===== config.mk =====
export PLATFORM = sky130hd
export DESIGN_NAME = pinbank_gpio
export DESIGN_NICKNAME = d
export VERILOG_FILES = /design/src/rtl/gpio_pkg.sv /design/src/rtl/gpio_sync2.sv /design/src/rtl/gpio_addr_decode.sv /design/src/rtl/gpio_bank.sv /design/src/rtl/pinbank_gpio.sv
export SDC_FILE = /design/constraint.sdc
export NUM_CORES = 1
export LEC_CHECK = 0
export BUFFER_PORTS_ARGS = -buffer_cell sky130_fd_sc_hd__buf_2
export CORE_MARGIN = 2
export CORE_UTILIZATION = 61
export CTS_CLUSTER_SIZE = 20
export DETAILED_ROUTE_END_ITERATION = 12
export PLACE_DENSITY = 0.84
export REMOVE_ABC_BUFFERS = 1
export SETUP_SLACK_MARGIN = 0.3
export SYNTH_ARGS = -nofsm -noshare
export SYNTH_HDL_FRONTEND = slang
export SYNTH_HIERARCHICAL = 1
export SYNTH_SLANG_ARGS = --single-unit

===== constraint.sdc =====
create_clock -name clk -period 3.21 [get_ports clk]
set_clock_uncertainty 0.2 [all_clocks]
set_input_delay 0.321 -clock clk [delete_from_list [all_inputs] [get_ports clk]]
set_output_delay 0.321 -clock clk [all_outputs]
set_load 0.005 [all_outputs]

===== src/rtl/gpio_pkg.sv =====
package gpio_pkg;
    localparam int BANK_W     = 32;
    localparam int SLOT_BYTES = 4;
    localparam int BLOCK_BYTES = 16;
    localparam int NUM_SLOTS  = BLOCK_BYTES / SLOT_BYTES;
    localparam int SLOT_IDX_W = $clog2(NUM_SLOTS);
    localparam int NUM_KINDS  = 5;

    typedef enum logic [2:0] {
        KIND_DIR   = 3'd0,
        KIND_POL   = 3'd1,
        KIND_LEVEL = 3'd2,
        KIND_SET   = 3'd3,
        KIND_CLR   = 3'd4
    } reg_kind_e;
endpackage


===== src/rtl/gpio_sync2.sv =====
module gpio_sync2 #(
    parameter int W = 32
) (
    input  logic         clk,
    input  logic         rst_n,
    input  logic [W-1:0] raw,
    output logic [W-1:0] synced
);
    logic [W-1:0] stage1;

    always_ff @(posedge clk or negedge rst_n) begin
        if (!rst_n) begin
            stage1 <= '0;
            synced <= '0;
        end else begin
            stage1 <= raw;
            synced <= stage1;
        end
    end
endmodule


===== src/rtl/gpio_addr_decode.sv =====
module gpio_addr_decode
    import gpio_pkg::*;
#(
    parameter int ADDR_W    = 8,
    parameter int NUM_BANKS = 3
) (
    input  logic [ADDR_W-1:0]     addr,
    output logic                  hit,
    output reg_kind_e             kind,
    output logic [SLOT_IDX_W-1:0] slot
);
    localparam int BLK_W = ADDR_W - $clog2(BLOCK_BYTES);

    logic [BLK_W-1:0] blk;
    logic             unused_low;

    assign unused_low = &{1'b0, addr[1:0]};

    always_comb begin
        blk  = addr[ADDR_W-1:$clog2(BLOCK_BYTES)];
        slot = addr[$clog2(BLOCK_BYTES)-1:$clog2(SLOT_BYTES)];
        kind = KIND_DIR;
        hit  = 1'b0;
        if ((32'(blk) < NUM_KINDS) && (32'(slot) < NUM_BANKS)) begin
            hit  = 1'b1;
            kind = reg_kind_e'(blk[2:0]);
        end
    end
endmodule


===== src/rtl/gpio_bank.sv =====
module gpio_bank #(
    parameter int W = 32
) (
    input  logic         clk,
    input  logic         rst_n,
    input  logic         wr_dir,
    input  logic         wr_pol,
    input  logic         wr_set,
    input  logic         wr_clr,
    input  logic [W-1:0] wdata,
    input  logic [W-1:0] pin_sync,
    output logic [W-1:0] dir_q,
    output logic [W-1:0] pol_q,
    output logic [W-1:0] out_q,
    output logic [W-1:0] level
);
    always_ff @(posedge clk or negedge rst_n) begin
        if (!rst_n) begin
            dir_q <= '0;
            pol_q <= '0;
            out_q <= '0;
        end else begin
            if (wr_dir) dir_q <= wdata;
            if (wr_pol) pol_q <= wdata;
            if (wr_set)      out_q <= out_q | wdata;
            else if (wr_clr) out_q <= out_q & ~wdata;
        end
    end

    assign level = (dir_q & out_q) | (~dir_q & (pin_sync ^ pol_q));
endmodule


===== src/rtl/pinbank_gpio.sv =====
module pinbank_gpio
    import gpio_pkg::*;
#(
    parameter int ADDR_W    = 8,
    parameter int NUM_BANKS = 3,
    localparam int PINS     = NUM_BANKS * BANK_W
) (
    input  logic              clk,
    input  logic              rst_n,
    input  logic [ADDR_W-1:0] bus_addr,
    input  logic              bus_we,
    input  logic [BANK_W-1:0] bus_wdata,
    input  logic              bus_re,
    output logic [BANK_W-1:0] bus_rdata,
    input  logic [PINS-1:0]   pin_in,
    output logic [PINS-1:0]   pin_out,
    output logic [PINS-1:0]   pin_oe
);
    logic                  hit;
    reg_kind_e             kind;
    logic [SLOT_IDX_W-1:0] slot;
    logic [PINS-1:0]       pin_sync;
    logic [BANK_W-1:0]     dir_arr   [NUM_SLOTS];
    logic [BANK_W-1:0]     pol_arr   [NUM_SLOTS];
    logic [BANK_W-1:0]     out_arr   [NUM_SLOTS];
    logic [BANK_W-1:0]     level_arr [NUM_SLOTS];
    logic [BANK_W-1:0]     rd_mux;

    gpio_addr_decode #(.ADDR_W(ADDR_W), .NUM_BANKS(NUM_BANKS)) u_dec (
        .addr (bus_addr),
        .hit  (hit),
        .kind (kind),
        .slot (slot)
    );

    gpio_sync2 #(.W(PINS)) u_sync (
        .clk    (clk),
        .rst_n  (rst_n),
        .raw    (pin_in),
        .synced (pin_sync)
    );

    for (genvar b = 0; b < NUM_SLOTS; b++) begin : g_slot
        if (b < NUM_BANKS) begin : g_bank
            logic sel;
            assign sel = bus_we && hit && (32'(slot) == b);
            gpio_bank #(.W(BANK_W)) u_bank (
                .clk      (clk),
                .rst_n    (rst_n),
                .wr_dir   (sel && (kind == KIND_DIR)),
                .wr_pol   (sel && (kind == KIND_POL)),
                .wr_set   (sel && (kind == KIND_SET)),
                .wr_clr   (sel && (kind == KIND_CLR)),
                .wdata    (bus_wdata),
                .pin_sync (pin_sync[b*BANK_W +: BANK_W]),
                .dir_q    (dir_arr[b]),
                .pol_q    (pol_arr[b]),
                .out_q    (out_arr[b]),
                .level    (level_arr[b])
            );
            assign pin_out[b*BANK_W +: BANK_W] = out_arr[b];
            assign pin_oe[b*BANK_W +: BANK_W]  = dir_arr[b];
        end else begin : g_empty
            assign dir_arr[b]   = '0;
            assign pol_arr[b]   = '0;
            assign out_arr[b]   = '0;
            assign level_arr[b] = '0;
        end
    end

    always_comb begin
        rd_mux = '0;
        if (hit) begin
            unique case (kind)
                KIND_DIR:   rd_mux = dir_arr[slot];
                KIND_POL:   rd_mux = pol_arr[slot];
                KIND_LEVEL: rd_mux = level_arr[slot];
                default:    rd_mux = '0;
            endcase
        end
    end

    always_ff @(posedge clk or negedge rst_n) begin
        if (!rst_n) bus_rdata <= '0;
        else        bus_rdata <= bus_re ? rd_mux : '0;
    end
endmodule


==> results_dict.tcl <==
set metrics [dict create \
    status "completed" \
    fin_tns_setup_ns 0 \
    place_ws_ns 0.290 \
    end_kind "flop" \
    row_count 69 \
    routed_wl_um 66800 \
    period_minus_slack_ns 2.42 \
    die_y_um 195 \
    coreArea_um2 35700 \
    fillers 2107 \
    crit_required_ns 3.46 \
    synth_compound_area_share_pct 9.95 \
    io_buffers 361 \
    postLayoutSetupSlackWorst_ns 0.788 \
    hold_class "primary input to async pin" \
    clock.fmax_mhz 413 \
    cp.depth 6 \
    synthAdderAreaFrac_pct 0 \
    yosys.area.top_type "dfrtp_1" \
    hold_viol 0 \
    worst_skew_pair.late_latency_ns 0.59 \
    grt_pass1_wl_um 101000 \
    ios 364 \
    ys_seq_area_share_pct 57.5 \
    power_frac_seq_pct 47.2 \
    vias_per_cell 6.10 \
    firstDrtPassIters 5 \
    drc_errors 0 \
    initialDrtViolationCount 1374 \
    fin_util_pct 76.8 \
    maxSlewViolCount 0 \
    critPathSlowestCell "buf_4" \
    cts_buffers 51 \
    synthCells 1700 \
    worstPathArrival_ns 2.68 \
    cts_tree "built" \
    crit_path_end "bus_rdata[4]$_DFF_PN0_" \
    synth_top_family_by_area "multiplexers" \
    antenna_found_initial 5 \
    finalPower_mw 16.1 \
    placed_area_um2 24400 \
    synth_cell_types 34 \
    fin_area_um2 27500 \
    synth-xor-area-share_pct 3.78 \
    ys_ff_latch 512 \
    fp.dieArea_um2 38000 \
    synthSimpleGateAreaFrac_pct 7.61 \
    layout_worst_path_cycle_share_pct 75.5 \
    clk_pin_slew_worst_paths_ns 0.07 \
    path_delay_family "buffers and inverters" \
    syn2layout_area_growth_pct 23.4 \
    place.gp.congestion 0.860 \
    path_class "primary input to flop" \
    drv_cap 0 \
    cts_root_buf "clkbuf_16" \
    initial_core_util_pct 62.3 \
    r2r_end "bus_rdata[18]$_DFF_PN0_" \
    path_cells "buf_4 > buf_4 > buf_4 > o21ai_0 > a22oi_1 > a21oi_1" \
    clkPwrFrac_pct 38.1 \
    muxShareOfSynthArea_pct 17.1 \
    clock_sinks 512 \
    worst_path_largest_cell_delay_ns 0.91 \
    ff2ff_path_depth 6 \
    ant_nets 0 \
    clk_path_buf_depth 3 \
    syn_area_um2 22300 \
    ff2ff_setup_slack_ns 1.47 \
    grt_pass1_vias 17200 \
    synth_warnings 6 \
    postCtsHoldBufs 129 \
    p_int_mw 11.9 \
    irDropWorstVdd_v 0.000459 \
    path_common_cell "buf_4" \
    dp_hpwl_um 37700 \
    grt_overflow 0 \
    synth_edf_count 0 \
    drive_gt1_share_pct 31.4 \
    cts_resized 0 \
    ys_top_cells_by_area "dfrtp_1, mux2_4, mux2i_1" \
    synthArstFlopShare_pct 100 \
    synth_top_area_share_pct 57.5 \
    power_leakage_nw 12.8 \
    tightest_slew_ns 1.30 \
    rr_startpoint "g_slot[0].g_bank.u_bank/pol_q[18]$_DFFE_PN0P_" \
    grt_usage_pct 35.2 \
    power_switching_mw 4.23 \
    syn_avg_cell_area_um2 13.1 \
    slew_headroom_pct 13.4 \
    cp_max_fo 120 \
    start_kind "primary input" \
    synth_ff_type "dfrtp_1" \
    comb_power_share_pct 14.6 \
    routedWlPerCell_um 24.7 \
    startpoint "bus_addr[2]" \
    crit_buf_inv 3 \
    p_per_area_nw_per_um2 588 \
    post_cts_buffers 0 \
    grt_max_degree 144 \
    die_x_um 195 \
    nets 2339 \
    htree_levels 2 \
    setup_violations 0 \
    vias 16500 \
    switching_share_pct 26.2 \
    rsz0062_at_grt "no" \
]
metrics by stage:
step / hold WS [ns] / instances
finish: 0.103 / 2700
global route: 0.126 / 2697
CTS: 0.102 / 2697
detailed placement: 0.135 / 2478
global placement: 0.131 / 2478
floorplan: -0.175 / 1603
power groups by stage:
stage	Combinational [mW]	Clock (mW)	Sequential, mW
finish	2.36	6.16	7.63
global route	2.53	6.51	7.69
CTS	2.31	6.16	7.60
detailed placement	2.16	0	7.69
global placement	2.08	0	7.66
floorplan	1.13	0	7.58
cells by family (layout without fill, tap and decap cells):
group,count (synthesis),in the layout
AO/OA/AOI/OAI,354,354
buffers and inverters,98,634
flip-flops,512,512
multiplexers,288,288
AND/OR/NAND/NOR,352,352
XOR/XNOR,96,96
other,0,3
cell type report:
cell class | count | area [µm²] | area share [%]
flip-flops and latches | 512 | 12800 | 46.6
multi-input cells | 1090 | 8650 | 31.5
repair buffers | 543 | 3700 | 13.5
clock buffers | 76 | 1540 | 5.62
well taps | 461 | 577 | 2.10
clock inverters | 14 | 175 | 0.638
diodes | 3 | 7.51 | 0.0273
inverters | 1 | 3.75 | 0.0137
Yosys cell counts, types with 16 or more instances:
| cell | instances |
|---|---|
| a22o_1 | 96 |
| a22oi_1 | 32 |
| buf_2 | 28 |
| xnor2_1 | 96 |
| a21oi_1 | 33 |
| o21ai_1 | 17 |
| buf_12 | 18 |
| mux2i_1 | 96 |
| buf_6 | 16 |
| mux2_4 | 180 |
| o21ai_0 | 175 |
| nand2_1 | 197 |
| dfrtp_1 | 512 |
| nor2_1 | 44 |
| and2_1 | 28 |
| nand3b_1 | 64 |
how the worst min path moves through the flow:
stage | from | to | depth (start not counted)
3_3_place_gp | rst_n | g_slot[0].g_bank.u_bank/dir_q[7]$_DFFE_PN0P_ | 1
4_1_cts | rst_n | u_sync/synced[17]$_DFF_PN0_ | 2
2_1_floorplan | rst_n | bus_rdata[0]$_DFF_PN0_ | 0
6_report | rst_n | u_sync/stage1[81]$_DFF_PN0_ | 2
3_5_place_dp | u_sync/stage1[59]$_DFF_PN0_ | u_sync/synced[59]$_DFF_PN0_ | 0
5_1_grt | rst_n | u_sync/stage1[17]$_DFF_PN0_ | 2
layer usage:
metal | GRT usage [%] | share of wire, % | up-vias
met2 | 56.7 | 48 | 964
met1 | 45.3 | 38 | 8313
met4 | 15.4 | 4.4 | 4
li1 | - | - | 6964
met3 | 9.12 | 9.1 | 227
met5 | 0 | 0.036 | -
layout by cell type (no fill, tap or decap), types with 64 or more instances in the layout:
cell type      count
dlygate4sd3_1    129
dfrtp_1          512
mux2i_1           96
a22o_1            96
xnor2_1           96
o21ai_0          175
nand2_1          197
nand3b_1          64
mux2_4           180
buf_2            358
worst register-to-register path, stage by stage (launching register included):
cell and delay [ns]:
dfrtp_1 0.41, xnor2_1 0.15, o21ai_0 0.31, mux2i_1 0.16, nor2_1 0.14, o21ai_0 0.13, a21oi_1 0.16
Note: power is estimated with default switching activity, not from simulation.
